$ cat config.mk
export PLATFORM = sky130hd
export DESIGN_NAME = evt_unit
export DESIGN_NICKNAME = d
export VERILOG_FILES = /design/src/rtl/evt_pkg.sv /design/src/rtl/evt_decr.sv /design/src/rtl/evt_status.sv /design/src/rtl/evt_rdmux.sv /design/src/rtl/evt_unit.sv
export SDC_FILE = /design/constraint.sdc
export NUM_CORES = 1
export LEC_CHECK = 0
export CORE_UTILIZATION = 55
export CTS_CLUSTER_DIAMETER = 60
export DETAILED_ROUTE_END_ITERATION = 6
export DONT_BUFFER_PORTS = 1
export HOLD_SLACK_MARGIN = 0.05
export MAX_ROUTING_LAYER = met4
export PLACE_DENSITY = 0.73
export RECOVER_POWER = 50
export SETUP_SLACK_MARGIN = 0.5
export SLEW_MARGIN = 25
export SYNTH_ARGS = -nofsm -noshare
export SYNTH_HDL_FRONTEND = slang
export SYNTH_SLANG_ARGS = --single-unit
$ cat constraint.sdc
create_clock -name clk -period 2.22 [get_ports clk]
set_input_delay 0.444 -clock clk [delete_from_list [all_inputs] [get_ports clk]]
set_output_delay 0.444 -clock clk [all_outputs]
set_load 0.01 [all_outputs]
$ cat src/rtl/evt_pkg.sv
package evt_pkg;
  localparam int CH_W = 2;

  typedef enum logic [CH_W-1:0] {
    WR_MASK = 2'd0,
    WR_ACK  = 2'd1,
    WR_DEC  = 2'd2,
    WR_IEN  = 2'd3
  } wr_ch_e;

  typedef enum logic [CH_W-1:0] {
    RD_STAT = 2'd0,
    RD_MASK = 2'd1,
    RD_DEC  = 2'd2,
    RD_MACH = 2'd3
  } rd_ch_e;
endpackage

$ cat src/rtl/evt_decr.sv
module evt_decr #(
  parameter int DW = 32
) (
  input  logic          clk,
  input  logic          rst,
  input  logic          ld_i,
  input  logic [DW-1:0] ld_val_i,
  input  logic          tick_i,
  output logic [DW-1:0] cnt_o,
  output logic          expired_o
);
  logic [DW-1:0] cnt_q;
  logic          zero_ld_q;

  always_ff @(posedge clk) begin
    if (rst) begin
      cnt_q     <= '0;
      zero_ld_q <= 1'b1;
    end else if (ld_i) begin
      cnt_q     <= ld_val_i;
      zero_ld_q <= (ld_val_i == '0);
    end else if (tick_i) begin
      cnt_q     <= cnt_q - 1'b1;
    end
  end

  assign cnt_o     = cnt_q;
  assign expired_o = zero_ld_q | cnt_q[DW-1];


  load_val_chk: assert property (@(posedge clk) disable iff (rst)
    ld_i |=> cnt_q == $past(ld_val_i));


  tick_dec_chk: assert property (@(posedge clk) disable iff (rst)
    (tick_i && !ld_i) |=> cnt_q == $past(cnt_q) - 1'b1);


  idle_hold_chk: assert property (@(posedge clk) disable iff (rst)
    (!tick_i && !ld_i) |=> $stable(cnt_q));
endmodule

$ cat src/rtl/evt_status.sv
module evt_status #(
  parameter int            DW     = 32,
  parameter logic [DW-1:0] IMPL   = 32'h0000_052F,
  parameter int            TM_BIT = 5,
  parameter int            LR_BIT = 10
) (
  input  logic          clk,
  input  logic          rst,
  input  logic [DW-1:0] set_i,
  input  logic          tm_i,
  input  logic          lr_i,
  input  logic          mask_we_i,
  input  logic          ack_we_i,
  input  logic          ien_we_i,
  input  logic [DW-1:0] wdata_i,
  output logic [DW-1:0] stat_o,
  output logic [DW-1:0] mask_o,
  output logic          ien_o,
  output logic          cnt_o,
  output logic          irq_o
);
  localparam logic [DW-1:0] TM_V = DW'(1) << TM_BIT;
  localparam logic [DW-1:0] LR_V = DW'(1) << LR_BIT;

  logic [DW-1:0] stat_q, stat_n, mask_q, mask_n, set_v;
  logic          ien_q, ien_n, cnt_q, irq_q, cnt_n;
  logic          wd_legal, ack_ok, mask_ok;

  assign wd_legal = ((wdata_i & ~IMPL) == '0);
  assign ack_ok   = ack_we_i  && wd_legal;
  assign mask_ok  = mask_we_i && wd_legal;

  assign set_v = (set_i | (tm_i ? TM_V : '0) | (lr_i ? LR_V : '0)) & IMPL;

  for (genvar i = 0; i < DW; i++) begin : g_bit
    if (IMPL[i]) begin : g_impl
      assign stat_n[i] = set_v[i] | (stat_q[i] & ~(ack_ok & wdata_i[i]));
      assign mask_n[i] = mask_ok ? wdata_i[i] : mask_q[i];
    end else begin : g_none
      assign stat_n[i] = 1'b0;
      assign mask_n[i] = 1'b0;
    end
  end

  assign ien_n = ien_we_i ? wdata_i[0] : ien_q;
  assign cnt_n = |(stat_n & mask_n);

  always_ff @(posedge clk) begin
    if (rst) begin
      stat_q <= '0;
      mask_q <= '0;
      ien_q  <= 1'b0;
      cnt_q  <= 1'b0;
      irq_q  <= 1'b0;
    end else begin
      stat_q <= stat_n;
      mask_q <= mask_n;
      ien_q  <= ien_n;
      cnt_q  <= cnt_n;
      irq_q  <= cnt_n & ien_n;
    end
  end

  assign stat_o = stat_q;
  assign mask_o = mask_q;
  assign ien_o  = ien_q;
  assign cnt_o  = cnt_q;
  assign irq_o  = irq_q;


  mask_rej_chk: assert property (@(posedge clk) disable iff (rst)
    (mask_we_i && !wd_legal) |=> $stable(mask_q));


  lr_set_chk: assert property (@(posedge clk) disable iff (rst)
    lr_i |=> stat_q[LR_BIT]);


  ack_clr_chk: assert property (@(posedge clk) disable iff (rst)
    (ack_ok && wdata_i[LR_BIT] && !lr_i && !set_i[LR_BIT]) |=> !stat_q[LR_BIT]);


  cnt_match_chk: assert property (@(posedge clk) disable iff (rst)
    cnt_q == |(stat_q & mask_q));
endmodule

$ cat src/rtl/evt_rdmux.sv
module evt_rdmux
  import evt_pkg::*;
#(
  parameter int DW = 32
) (
  input  logic          clk,
  input  logic          rst,
  input  logic          rd_i,
  input  rd_ch_e        rd_sel_i,
  input  logic [DW-1:0] stat_i,
  input  logic [DW-1:0] mask_i,
  input  logic [DW-1:0] dec_i,
  input  logic          ien_i,
  output logic [DW-1:0] rd_data_o
);
  logic [DW-1:0] rd_q, rd_n;

  always_comb begin
    unique case (rd_sel_i)
      RD_STAT: rd_n = stat_i & mask_i;
      RD_MASK: rd_n = mask_i;
      RD_DEC:  rd_n = dec_i;
      RD_MACH: rd_n = {{(DW-1){1'b0}}, ien_i};
      default: rd_n = '0;
    endcase
  end

  always_ff @(posedge clk) begin
    if (rst)       rd_q <= '0;
    else if (rd_i) rd_q <= rd_n;
  end

  assign rd_data_o = rd_q;


  mach_rd_chk: assert property (@(posedge clk) disable iff (rst)
    (rd_i && rd_sel_i == RD_MACH) |=> rd_q[DW-1:1] == '0);


  rd_hold_chk: assert property (@(posedge clk) disable iff (rst)
    !rd_i |=> $stable(rd_q));
endmodule

$ cat src/rtl/evt_unit.sv
module evt_unit
  import evt_pkg::*;
#(
  parameter int            DW        = 32,
  parameter logic [DW-1:0] IMPL_MASK = 32'h0000_052F,
  parameter int            TM_BIT    = 5,
  parameter int            LR_BIT    = 10
) (
  input  logic            clk,
  input  logic            rst,
  input  logic [DW-1:0]   evt_set_i,
  input  logic            rsv_lost_i,
  input  logic            tb_tick_i,
  input  logic            ch_wr_i,
  input  logic [CH_W-1:0] ch_wr_sel_i,
  input  logic [DW-1:0]   ch_wr_data_i,
  input  logic            ch_rd_i,
  input  logic [CH_W-1:0] ch_rd_sel_i,
  output logic [DW-1:0]   ch_rd_data_o,
  output logic            evt_cnt_o,
  output logic            irq_req_o
);
  wr_ch_e        wsel;
  logic          mask_we, ack_we, dec_we, ien_we;
  logic [DW-1:0] dec_cnt, stat, mask;
  logic          expired, ien;

  assign wsel    = wr_ch_e'(ch_wr_sel_i);
  assign mask_we = ch_wr_i && (wsel == WR_MASK);
  assign ack_we  = ch_wr_i && (wsel == WR_ACK);
  assign dec_we  = ch_wr_i && (wsel == WR_DEC);
  assign ien_we  = ch_wr_i && (wsel == WR_IEN);

  evt_decr #(.DW(DW)) i_decr (
    .clk       (clk),
    .rst       (rst),
    .ld_i      (dec_we),
    .ld_val_i  (ch_wr_data_i),
    .tick_i    (tb_tick_i),
    .cnt_o     (dec_cnt),
    .expired_o (expired)
  );

  evt_status #(
    .DW(DW), .IMPL(IMPL_MASK), .TM_BIT(TM_BIT), .LR_BIT(LR_BIT)
  ) i_status (
    .clk       (clk),
    .rst       (rst),
    .set_i     (evt_set_i),
    .tm_i      (expired),
    .lr_i      (rsv_lost_i),
    .mask_we_i (mask_we),
    .ack_we_i  (ack_we),
    .ien_we_i  (ien_we),
    .wdata_i   (ch_wr_data_i),
    .stat_o    (stat),
    .mask_o    (mask),
    .ien_o     (ien),
    .cnt_o     (evt_cnt_o),
    .irq_o     (irq_req_o)
  );

  evt_rdmux #(.DW(DW)) i_rdmux (
    .clk       (clk),
    .rst       (rst),
    .rd_i      (ch_rd_i),
    .rd_sel_i  (rd_ch_e'(ch_rd_sel_i)),
    .stat_i    (stat),
    .mask_i    (mask),
    .dec_i     (dec_cnt),
    .ien_i     (ien),
    .rd_data_o (ch_rd_data_o)
  );


  tm_set_chk: assert property (@(posedge clk) disable iff (rst)
    expired |=> stat[TM_BIT]);


  irq_gate_chk: assert property (@(posedge clk) disable iff (rst)
    irq_req_o |-> (ien && evt_cnt_o));
endmodule

Word-level counts from Yosys, hierarchy flattened
Index checks and enable logic that the tools add are counted.

word-level totals
  bits in registers = 132
  bits of input ports = 74
  output and inout port bits = 34
  logic and storage cells = 76

cells by class
  add/subtract/negate cells = 1
  equality and inequality tests = 6
  multiplexer cells = 13
  bitwise gates (word level) = 34
  reductions and logical operators = 12

operator list
  operator                                                               number
  32-bit one-hot mux with 4 select lines                                 1
  32-bit zero test                                                       2
  32-bit 2-to-1 mux                                                      2
  32-bit AND                                                             1
  32-bit OR reduction                                                    1
  32-bit by 1-bit subtractor with 32-bit output (second input constant)  1
  11-bit OR                                                              2
  1-bit AND                                                              15
  11-bit AND                                                             1
  11-bit 2-to-1 mux                                                      1
  2-bit == test (second input constant)                                  4
  1-bit 2-to-1 mux                                                       8
  1-bit OR                                                               8
  1-bit NOT                                                              7
  1-bit logical AND                                                      6
  6-bit 2-to-1 mux                                                       1
  2-bit by 1-bit == test with 1-bit output (second input constant)       2
  2-bit zero test                                                        2
  2-bit nonzero test                                                     1

Logic depth before layout (Yosys ltp)
Gate-level depths: netlist (run 1).

  depth after elaboration = 10
  mapped depth = 8
  gate-level depth less buffers = 8

Cells and area by module
From an unflattened synthesis (run 1), not the netlist that was laid out.

second synthesis, totals
  cells, all modules = 565
  area total of the unflattened synthesis = 4693.3 µm²

by module, submodules not included
  module      times used  cells an instance  area an instance (µm²)  seq. area each (µm²)
  evt_decr    1           233                1875.5                  660.6
  evt_rdmux   1           186                1556.5                  640.6
  evt_status  1           142                1223.7                  340.3
  evt_unit    1           4                  37.5                    0.0

Worst setup path after synthesis (run 1)
No wires, ideal clock.

  path type = input port to flip-flop
  from = input port ch_wr_data_i[18]
  to = register i_status.irq_q (netlist: i_status.irq_o)
  setup time = 0.133 ns
  arrival = 2.027 ns
  required time = 2.087 ns
  slack = 0.059 ns
  stages on the path = 6
  buffers on the path = 0
  cell sequence = nor4_1 -> nand4_1 -> o32ai_1 -> nor3_1 -> nor4_1 -> a21boi_0

on the way
  word-level cells in the longest chain between the ends = 9
  elaborated cells between the ends (all ways) = 41
  those cells by class = mux (7); bitwise (30); reduce/logical (4)

RTL lines
  item                     line              RTL
  start, declared          evt_unit.sv:16    input logic [DW-1:0] ch_wr_data_i,
  32-bit zero test (*)     evt_status.sv:29  assign wd_legal = ((wdata_i & ~IMPL) == '0);
  1-bit logical AND        evt_status.sv:30  assign ack_ok = ack_we_i && wd_legal;
  1-bit AND                evt_status.sv:37  assign stat_n[i] = set_v[i] | (stat_q[i] & ~(ack_ok & wdata_i[i]));
  1-bit NOT                evt_status.sv:37
  1-bit AND                evt_status.sv:37
  1-bit OR                 evt_status.sv:37
  11-bit AND (*)           evt_status.sv:46  assign cnt_n = |(stat_n & mask_n);
  32-bit OR reduction (*)  evt_status.sv:46
  1-bit AND (*)            evt_status.sv:60  irq_q <= cnt_n & ien_n;
  end signal, assigned     evt_status.sv:60
  end, declared            evt_status.sv:26  logic ien_q, ien_n, cnt_q, irq_q, cnt_n;

Mark *: on every way between the ends. The rest lies on a longest branch, timed or not.
A chain may end at the register's enable or synchronous reset.

Worst setup path in the final report (run 1)
  from = register i_decr.cnt_q[9] (netlist: i_decr.cnt_o[9])
  to = register i_decr.cnt_q[13] (netlist: i_decr.cnt_o[13])

on the way
  word-level cells in the longest chain between the ends = 3

RTL lines
  item                                           line            RTL
  start, declared                                evt_decr.sv:12  logic [DW-1:0] cnt_q;
  start signal, assigned                         evt_decr.sv:20  cnt_q <= ld_val_i;
  start signal, assigned                         evt_decr.sv:23  cnt_q <= cnt_q - 1'b1;
  32-bit by 1-bit subtractor with 32-bit output  evt_decr.sv:23
  32-bit 2-to-1 mux                              evt_decr.sv:22  end else if (tick_i) begin
  32-bit 2-to-1 mux                              evt_decr.sv:19  end else if (ld_i) begin

No other way between the ends. The select of a mux whose other input is x is not followed.

==> run summary, run 1 <==
The run finished, with violations left. The final reports fail on DRC. The post-detailed-route DRC marker count is 6. Sequential cells were found to cover 43.7% of the synthesized design area. Among all stages on the critical path, the largest delay is contributed by sky130_fd_sc_hd__or4_4. The hold-critical path depth came out at 1. The initialized floorplan defines 29 standard-cell rows. The commonest register cell after synthesis is sky130_fd_sc_hd__dfxtp_1. The measured slew at the worst slew-check pin came out at 0.891 ns.

The netlist area before placement is 3760 sq um. The number of enable-type register cells in the synthesized netlist came out at 0. The finished layout holds 554 standard cells, fillers aside.

The via count of the first global-routing pass came out at 3233. Setup repair after global routing could not meet its margin everywhere. The total track usage came out at 28.3%. The cell count after synthesis came out at 438. The detail route stage leaves a number of antenna-violating nets equal to 0. The required time reported for the critical path endpoint came out at 2.50 ns. A synthesized cell averages 8.58 sq um. The number of diodes is 0. The normalized max-slew margin came out at 40.6%.

The cell sitting at the root of the clock tree is a sky130_fd_sc_hd__clkbuf_8. The cell-internal power is 2.39 mW. STA classifies the critical path endpoint as a register. The routability congestion estimate from global placement came out at 0.851. In this run the power spent charging and discharging nets is 0.983 mW. The clock transition at the registers of the reported paths is 0.09 ns. Dividing total power by cell area gives a power density of 723 nW/um^2. The maximum fanout along the worst path came out at 2. The path class of the tightest hold or removal check is in2reg. The number of cells on the worst reg-to-reg path came out at 8. The clock tree synthesis step divided the H-tree into 3 levels. The fraction of power consumed by the clock network came out at 29.7%. The final standard cell utilization of the core came out at 72.1%.

Sequential cells burn 49.0% of the power. The number of cells in the design after placement is 523. The routed wire length is 9670 um. The critical path in this run is classified as reg2reg. The number of top-level pins came out at 108.

The endpoint of the most critical register-to-register path is i_decr.cnt_o[13]. The clock reaches the later pin of the worst-skew pair after 0.36 ns. The reported leakage power is 1.63 nW. Based on the critical path, the design can be clocked at up to 453 MHz. The worst path arrival time is 2.49 ns. The final hold violation count came out at 0.

The largest vdd supply drop came out at 0.408 mV. In this run, the number of DRC markers left after iteration 0 of detailed routing was 195. The share of synthesized flip-flops with an asynchronous set or reset is 0%.

The flop and latch count out of synthesis is 82. The number of antenna violations at the first check in global routing came out at 0. The worst setup skew after layout came out at 0.00805 ns.

The routed wirelength normalized by instance count came out at 17.4 um. Across the run, the number of max-cap violations was 0. The setup-violating endpoint count in the final report came out at 0.

The minimum period implied by the final worst setup slack came out at 2.21 ns. Of the total power, the share spent switching nets is 29.2%. Across all register-to-register paths, the minimum setup slack is 0.01 ns. The share of the clock period used by the worst path after layout is 99.5%. The pin count of the biggest net entering global routing came out at 82.

Walking the worst path, the cells encountered are or4_4, buf_4, buf_6, buf_6, buf_6, or4_4, xor2_1, a211oi_1. The number of distinct library cell variants in the gate-level netlist after synthesis is 49. In this run the critical register-to-register path is launched from i_decr.cnt_o[9]. The vertical die dimension came out at 84.7 um. The number of CTS-inserted buffers is 9. Dividing the detail-routed via count by the number of cells gives 6.09. The area of the core region came out at 6460 sq um.

The worst setup path is launched from a register. For this run, the slowest stage of the critical path takes 0.55 ns. The first global-routing pass estimated 15400 um of wire. The number of warning messages in the yosys log is 0. TritonCTS built the clock tree. The power after layout came out at 3.37 mW.

The starting density of the core came out at 58.2%. Counting stages on the worst path, the most repeated cell is sky130_fd_sc_hd__buf_6. On the final layout, the worst hold slack is 0.141 ns. The HPWL after detailed placement is 6430 um. The area of the die is 7170 sq um. The longest clock path from root to sink contains 2 buffers. The area overhead of the layout relative to synthesis is 23.9%. The final-stage net count came out at 547. The die boundary width came out at 84.7 um.

The number of nets in the synthesized netlist is 513. The part of the total power dissipated in combinational logic is 21.3%. The origin of the worst min-delay path is rst. The total grt overflow is 0. The port buffer count is 0. The max-slew violation total from the final report is 0. Of the cells placed in the final design, the portion with a size suffix greater than 1 is 23.7%. The total iterations of the first detailed-routing run is 7.

The clock drives 82 sinks. The final route contains 3373 vias. The worst hold path terminates at i_rdmux.rd_data_o[14].
Yosys cell counts, types with 2 or more instances:
cell type | number | area [sq um]
sky130_fd_sc_hd__a211o_1 | 2 | 17.5
sky130_fd_sc_hd__a211oi_1 | 30 | 225
sky130_fd_sc_hd__a21oi_1 | 34 | 170
sky130_fd_sc_hd__a311oi_1 | 7 | 61.3
sky130_fd_sc_hd__and4_1 | 2 | 17.5
sky130_fd_sc_hd__clkbuf_1 | 24 | 90.1
sky130_fd_sc_hd__dfxtp_1 | 82 | 1640
sky130_fd_sc_hd__inv_1 | 6 | 22.5
sky130_fd_sc_hd__mux2i_1 | 5 | 50.1
sky130_fd_sc_hd__nand2_1 | 13 | 48.8
sky130_fd_sc_hd__nand2b_1 | 4 | 25.0
sky130_fd_sc_hd__nand3_1 | 6 | 30.0
sky130_fd_sc_hd__nand3b_1 | 3 | 22.5
sky130_fd_sc_hd__nand4_1 | 4 | 25.0
sky130_fd_sc_hd__nor2_1 | 85 | 319
sky130_fd_sc_hd__nor2b_1 | 26 | 163
sky130_fd_sc_hd__nor3_1 | 19 | 95.1
sky130_fd_sc_hd__nor4_1 | 11 | 68.8
sky130_fd_sc_hd__nor4_4 | 2 | 42.5
sky130_fd_sc_hd__nor4b_1 | 2 | 17.5
sky130_fd_sc_hd__o211ai_1 | 6 | 45.0
sky130_fd_sc_hd__o21ai_0 | 4 | 20.0
sky130_fd_sc_hd__o31a_1 | 2 | 17.5
sky130_fd_sc_hd__o32ai_1 | 3 | 26.3
sky130_fd_sc_hd__or3_1 | 2 | 12.5
sky130_fd_sc_hd__or3_4 | 2 | 22.5
sky130_fd_sc_hd__or4_1 | 2 | 15.0
sky130_fd_sc_hd__xnor2_1 | 18 | 158
sky130_fd_sc_hd__xor2_1 | 12 | 105
registers in the layout (all words and copies together), names as in the netlist:
name               cells
i_decr.cnt_o          32
i_rdmux.rd_data_o     32
i_status.mask_o        7
i_status.stat_o        7
i_decr.zero_ld_q       1
i_status.cnt_o         1
i_status.ien_o         1
i_status.irq_o         1
worst max path at each step:
stage / start / cells past startpoint / to / slack, ns
2_1_floorplan: i_decr.cnt_o[9] / 6 / i_decr.cnt_o[28] / 0.10
3_3_place_gp: ch_wr_data_i[9] / 8 / i_status.irq_o / 0.04
3_5_place_dp: i_decr.cnt_o[22] / 5 / i_decr.cnt_o[30] / -0.02
4_1_cts: i_decr.cnt_o[9] / 6 / i_decr.cnt_o[28] / 0.03
5_1_grt: i_decr.cnt_o[1] / 8 / i_decr.cnt_o[28] / -0.06
6_report: i_decr.cnt_o[9] / 8 / i_decr.cnt_o[13] / 0.01
critical path: cells and delay by family (launching register included):
family,cells,cell delay [ns]
AND/OR/NAND/NOR,2,0.96
XOR/XNOR,1,0.15
AO/OA/AOI/OAI,1,0.22
buffers and inverters,4,0.46
flip-flops,1,0.32
layer usage:
metal,up-vias,wire [um],track usage [%]
li1,1631,-,-
met4,0,181,11.7
met5,-,0,-
met3,17,821,7.67
met1,1601,4210,35.3
met2,124,4460,43.3
power by group through the flow:
stage,sequential (mW),combinational (mW),clock (mW)
after floorplan,1.67,0.381,0
after global placement,1.67,0.507,0
after detailed placement,1.67,0.522,0
after CTS,1.64,0.635,1.01
after global routing,1.66,0.770,1.07
final,1.65,0.718,1.00
cell type report:
| cell class | instances | area, sq um |
|---|---|---|
| fill | 484 | 1800 |
| clock inverter | 5 | 40.0 |
| multi-input combinational | 325 | 2300 |
| tap | 77 | 96.3 |
| clock buffer | 11 | 141 |
| sequential | 82 | 1650 |
| inverter | 6 | 22.5 |
| timing repair buffer | 48 | 404 |
logic make-up after synthesis:
group           Yosys count  synth area share, %
flops                    82                 43.7
mux                       5                 1.33
compound gates           94                 16.9
simple gates            195                 27.7
fa+ha+maj                 1                0.333
xor+xnor                 30                 6.99
buf+inv                  31                 3.09
placed cells by master (no fill, tap or decap), types with 12 or more instances in the layout:
cell and instances:
sky130_fd_sc_hd__a211oi_1 30, sky130_fd_sc_hd__a21oi_1 33, sky130_fd_sc_hd__buf_4 35, sky130_fd_sc_hd__dfxtp_1 78, sky130_fd_sc_hd__nor2_1 80, sky130_fd_sc_hd__nor2b_1 26, sky130_fd_sc_hd__nor3_1 13, sky130_fd_sc_hd__xnor2_1 17
sky130_fd_sc_hd__xor2_1 12
repair_timing:
item,in CTS,in global routing
pin swaps,19,28
endpoints found under the setup margin,24,26
hold buffers,0,0
resized for setup,28,26
setup buffers,8,7
through the flow:
step           worst slack, ns  TNS (ns)  area [sq um]
5_1_grt                -0.0616    -0.156          4660
4_1_cts                 0.0277         0          4520
3_5_place_dp           -0.0247   -0.0247          4150
6_report                0.0104         0          4660
2_1_floorplan            0.103         0          3890
3_3_place_gp            0.0447         0          4150
(Power assumes the default switching activity.)
==> inputs of run 2 (changes only) <==
--- a/config.mk
+++ b/config.mk
@@ -5,6 +5,7 @@
 export SDC_FILE = /design/constraint.sdc
 export NUM_CORES = 1
 export LEC_CHECK = 0
+export ABC_AREA = 1
 export CORE_UTILIZATION = 55
 export CTS_CLUSTER_DIAMETER = 60
 export DETAILED_ROUTE_END_ITERATION = 6
==> run 2 against run 1 <==
The flow now finishes without violations. Clock power rose by 10%. Critical path depth shrank 3. Flip-flop and latch count unchanged. Wire length up 22%. Largest cell class unchanged.
==> run summary, run 2 <==
The final-stage net count is 737 (+35%). The power after layout was 3.74 mW (+11%). The clock net sink count came out at 82 (unchanged). The synthesized area per cell was 6.60 sq um (-23%). The post-synthesis xor/xnor area fraction came to 5.01% (-2.0 points). sky130_fd_sc_hd__nand2_1 is the most common cell in the netlist. The total iterations of the first detailed-routing run came out at 5 (-2). The commonest register cell after synthesis is sky130_fd_sc_hd__dfxtp_1. The routed wire length came out at 11700 um (+22%).

The measured slew at the worst slew-check pin is 0.989 ns (+0.0974 ns). The final cell area excluding filler cells came out at 4810 sq um (+3.3%). The maximum fanout along the worst path is 17 (+15). The timing-limited maximum frequency is 545 MHz (+20%). The wire length of the first global-routing pass is 19300 um (+25%). The worst setup skew after layout is 0.0123 ns (+0.00421 ns). The most common library cell in the layout ignoring fill and taps is sky130_fd_sc_hd__nand2_1. The post-route antenna net violation count is 0 (unchanged).

The routed wirelength normalized by instance count was 15.3 um (-12%). The via count of the first global-routing pass came out at 3915 (+21%). Yosys attributes the largest share of cell area to sky130_fd_sc_hd__dfxtp_1 38%, sky130_fd_sc_hd__nand2_1 16%, sky130_fd_sc_hd__nor2_1 6.8%. The area of the die came to 8300 sq um (+16%). The netlist area before placement came out at 4370 sq um (+16%). The startpoint type of the worst setup path is an input port.

The largest vdd supply drop came out at 0.362 mV (-11%). The area of placed instances came out at 4420 sq um (+6.6%). The clock transition at the registers of the reported paths came out at 0.09 ns (about the same). The HPWL after detailed placement is 8480 um (+32%). The fraction of final layout cells sized beyond drive strength 1 came out at 12.7% (-11 points). The hold slack came to 0.149 ns (+0.00812 ns).

The max-slew violation total from the final report came out at 0 (unchanged). The number of top-level pins is 108 (unchanged). The post-detailed-route DRC marker count is 0 (-6).

The port buffer count came out at 0 (unchanged). The detailed-route vias per instance came to 5.49 (-9.9%). The type of the worst min-delay path is in2reg. The worst path arrival time came out at 2.12 ns (-0.37 ns). The fraction of the mapped netlist area in compound gates came out at 15.0% (-1.9 points).

The count of vias placed by the detailed router came to 4220 (+25%). The H-tree depth is 3 (unchanged). The fraction of synthesized area in multiplexers is 0% (-1.3 points). The source-to-sink clock delay at the later pin of the worst-skew pair came out at 0.35 ns (about the same). The DRC violation total after the first TritonRoute iteration is 331 (+70%). TritonCTS built the clock tree.

Relative to the synthesized area, the layout overhead comes to 10.2%. The total grt overflow is 0 (unchanged). The number of distinct library cell variants in the gate-level netlist after synthesis is 34 (-31%). The total of max-cap violations is 0 (unchanged). The final hold violation count came out at 0 (unchanged). The maximum count of clock buffers along a single path is 2 (unchanged). The power per standard cell area is 778 nW/um^2 (+7.6%). The area of the core region came out at 7690 sq um (+19%).

Setup repair after global routing could not meet its margin everywhere. The reported leakage power is 2.05 nW (+25%). The starting density of the core is 56.8% (-1.4 points). The vertical die dimension came out at 91.1 um (+7.6%). The share of synthesized flip-flops with an asynchronous set or reset was 0% (unchanged). The post-layout instance count excluding filler cells is 769 (+39%). The minimum period implied by the final worst setup slack is 1.84 ns (-0.373 ns). After synthesis, the largest family of logic cells by area is simple AND/OR/NAND/NOR gates. The number of enable-type register cells in the synthesized netlist is 0 (unchanged). Leaving out fill and tap cells, the most frequent cells in the layout are 180 x sky130_fd_sc_hd__nand2_1, 76 x sky130_fd_sc_hd__dfxtp_1, 68 x sky130_fd_sc_hd__inv_1. The number of antenna violations at the first check in global routing is 0 (unchanged). The cell count after synthesis came to 662 (+51%). The worst slack after detailed placement is 0.163 ns (+0.188 ns). The normalized max-slew margin came out at 33.8% (-6.7 points).

The total track usage is 30.2% (+1.9 points). The routability congestion estimate from global placement is 0.940 (+10%). Counting instances in the post-synthesis netlist gives the leading cell types as 183 x sky130_fd_sc_hd__nand2_1, 82 x sky130_fd_sc_hd__dfxtp_1, 79 x sky130_fd_sc_hd__nor2_1, 70 x sky130_fd_sc_hd__inv_1, 40 x sky130_fd_sc_hd__o21ai_0. The number of cells in the design after placement was 742 (+42%). The flop and latch count out of synthesis is 82 (unchanged).

The final setup TNS came out at 0 ns (unchanged). The adder and majority gate portion of the synthesized area came out at 0.287% (-0.046 points). The number of warning messages in the yosys log was 0 (unchanged).

The fraction of post-synthesis cell area in the top cell type by area is 37.6% (-6.1 points). The net count after synthesis is 737 (+44%). The cell sitting at the root of the clock tree is a sky130_fd_sc_hd__clkbuf_8.

The pin count of the biggest net entering global routing came out at 59 (-28%). The number of diodes was 0 (unchanged). The number of CTS-inserted buffers is 9 (unchanged). The number of standard-cell rows in the floorplan is 32 (+10%). The flow ran to the end, and the final reports show no timing, DRC or antenna violations. The post-layout worst setup margin was 0.384 ns (+0.373 ns).

The dominant cell type by area after synthesis is sky130_fd_sc_hd__dfxtp_1. The nature of the critical path endpoint is a register. The setup-violating endpoint count in the final report was 0 (unchanged).

The final standard cell utilization of the core came out at 62.6% (-9.5 points). The area fraction in and, or, nand and nor cells after synthesis came out at 32.6% (+4.9 points). The required time reported for the critical path endpoint came to 2.50 ns (about the same). The share of the clock period used by the worst path after layout is 82.7% (-17 points). The critical path in this run is classified as in2reg. The sequential cell area fraction in the yosys report came to 37.6% (-6.1 points). The die boundary width is 91.1 um (+7.6%).
==> run 2: changes by cell type after synthesis, moves of 6 or more <==
cell / before / now
sky130_fd_sc_hd__nand3_1: 6 / 22
sky130_fd_sc_hd__o21ai_0: 4 / 40
sky130_fd_sc_hd__xnor2_1: 18 / 11
sky130_fd_sc_hd__a31oi_1: 0 / 31
sky130_fd_sc_hd__inv_1: 6 / 70
sky130_fd_sc_hd__nor2_1: 85 / 79
sky130_fd_sc_hd__nand2_1: 13 / 183
sky130_fd_sc_hd__nor2_2: 0 / 8
sky130_fd_sc_hd__buf_2: 0 / 7
sky130_fd_sc_hd__a211oi_1: 30 / 6
sky130_fd_sc_hd__nor2b_1: 26 / 0
sky130_fd_sc_hd__nor4_1: 11 / 2
sky130_fd_sc_hd__o211ai_1: 6 / 0
sky130_fd_sc_hd__a311oi_1: 7 / 0
==> run 2: power by group <==
group          internal (mW)  switching (mW)  leakage [nW]
registers               1.58           0.153         0.676
clock network          0.552           0.552        0.0966
logic                  0.367           0.542          1.27
total                   2.50            1.25          2.05
==> run 2: kinds of logic (layout without fill, tap and decap cells) <==
kind of cell / after synthesis / after routing
AOI/OAI and AO/OA: 118 / 118
xor gates and xnor gates: 25 / 25
adders and majority gates: 1 / 1
buffers and inverters: 102 / 107
DFF: 82 / 82
and+or+nand+nor: 334 / 334
==> run 2: worst max-delay path: stages <==
cell                       delay (ns)
sky130_fd_sc_hd__inv_1           0.03
sky130_fd_sc_hd__nor2_1          0.74
sky130_fd_sc_hd__clkbuf_1        0.57
sky130_fd_sc_hd__nand2_1         0.16
sky130_fd_sc_hd__a21oi_1         0.18
==> run 2: metal layers <==
| layer | up-vias | GRT usage (%) | share of wire (%) |
|---|---|---|---|
| li1 | 2128 | - | - |
| met1 | 1883 | 44.2 | 46 |
| met2 | 201 | 42.2 | 43 |
| met3 | 8 | 6.53 | 9.7 |
| met4 | 0 | 7.14 | 0.72 |
| met5 | - | - | 0 |
==> run 2: final timing paths <==
check | slack, ns | start | cells after the start | to
worst max-delay path | 0.38 | ch_rd_sel_i[1] | 5 | i_rdmux.rd_data_o[25]
worst min-delay path | 0.15 | rst | 1 | i_decr.cnt_o[9]
worst max register to register | 0.51 | i_decr.cnt_o[2] | 10 | i_decr.cnt_o[23]
worst min register to register | 0.48 | i_decr.zero_ld_q | 2 | i_decr.zero_ld_q
==> run 2: final cells by class <==
type | count | area [sq um]
Clock buffer | 12 | 145
Clock inverter | 4 | 51.3
Fill cell | 723 | 2880
Inverter | 72 | 275
Multi-Input combinational cell | 478 | 2420
Sequential cell | 82 | 1650
Tap cell | 102 | 128
Timing Repair Buffer | 19 | 139
==> run 2: what timing repair did <==
action | 4_1_cts | 5_1_grt
gates resized for setup | 12 | 30
endpoints found under the setup margin | 6 | 27
hold buffers | 0 | 0
buffers inserted | 4 | 7
pin swaps | 7 | 11
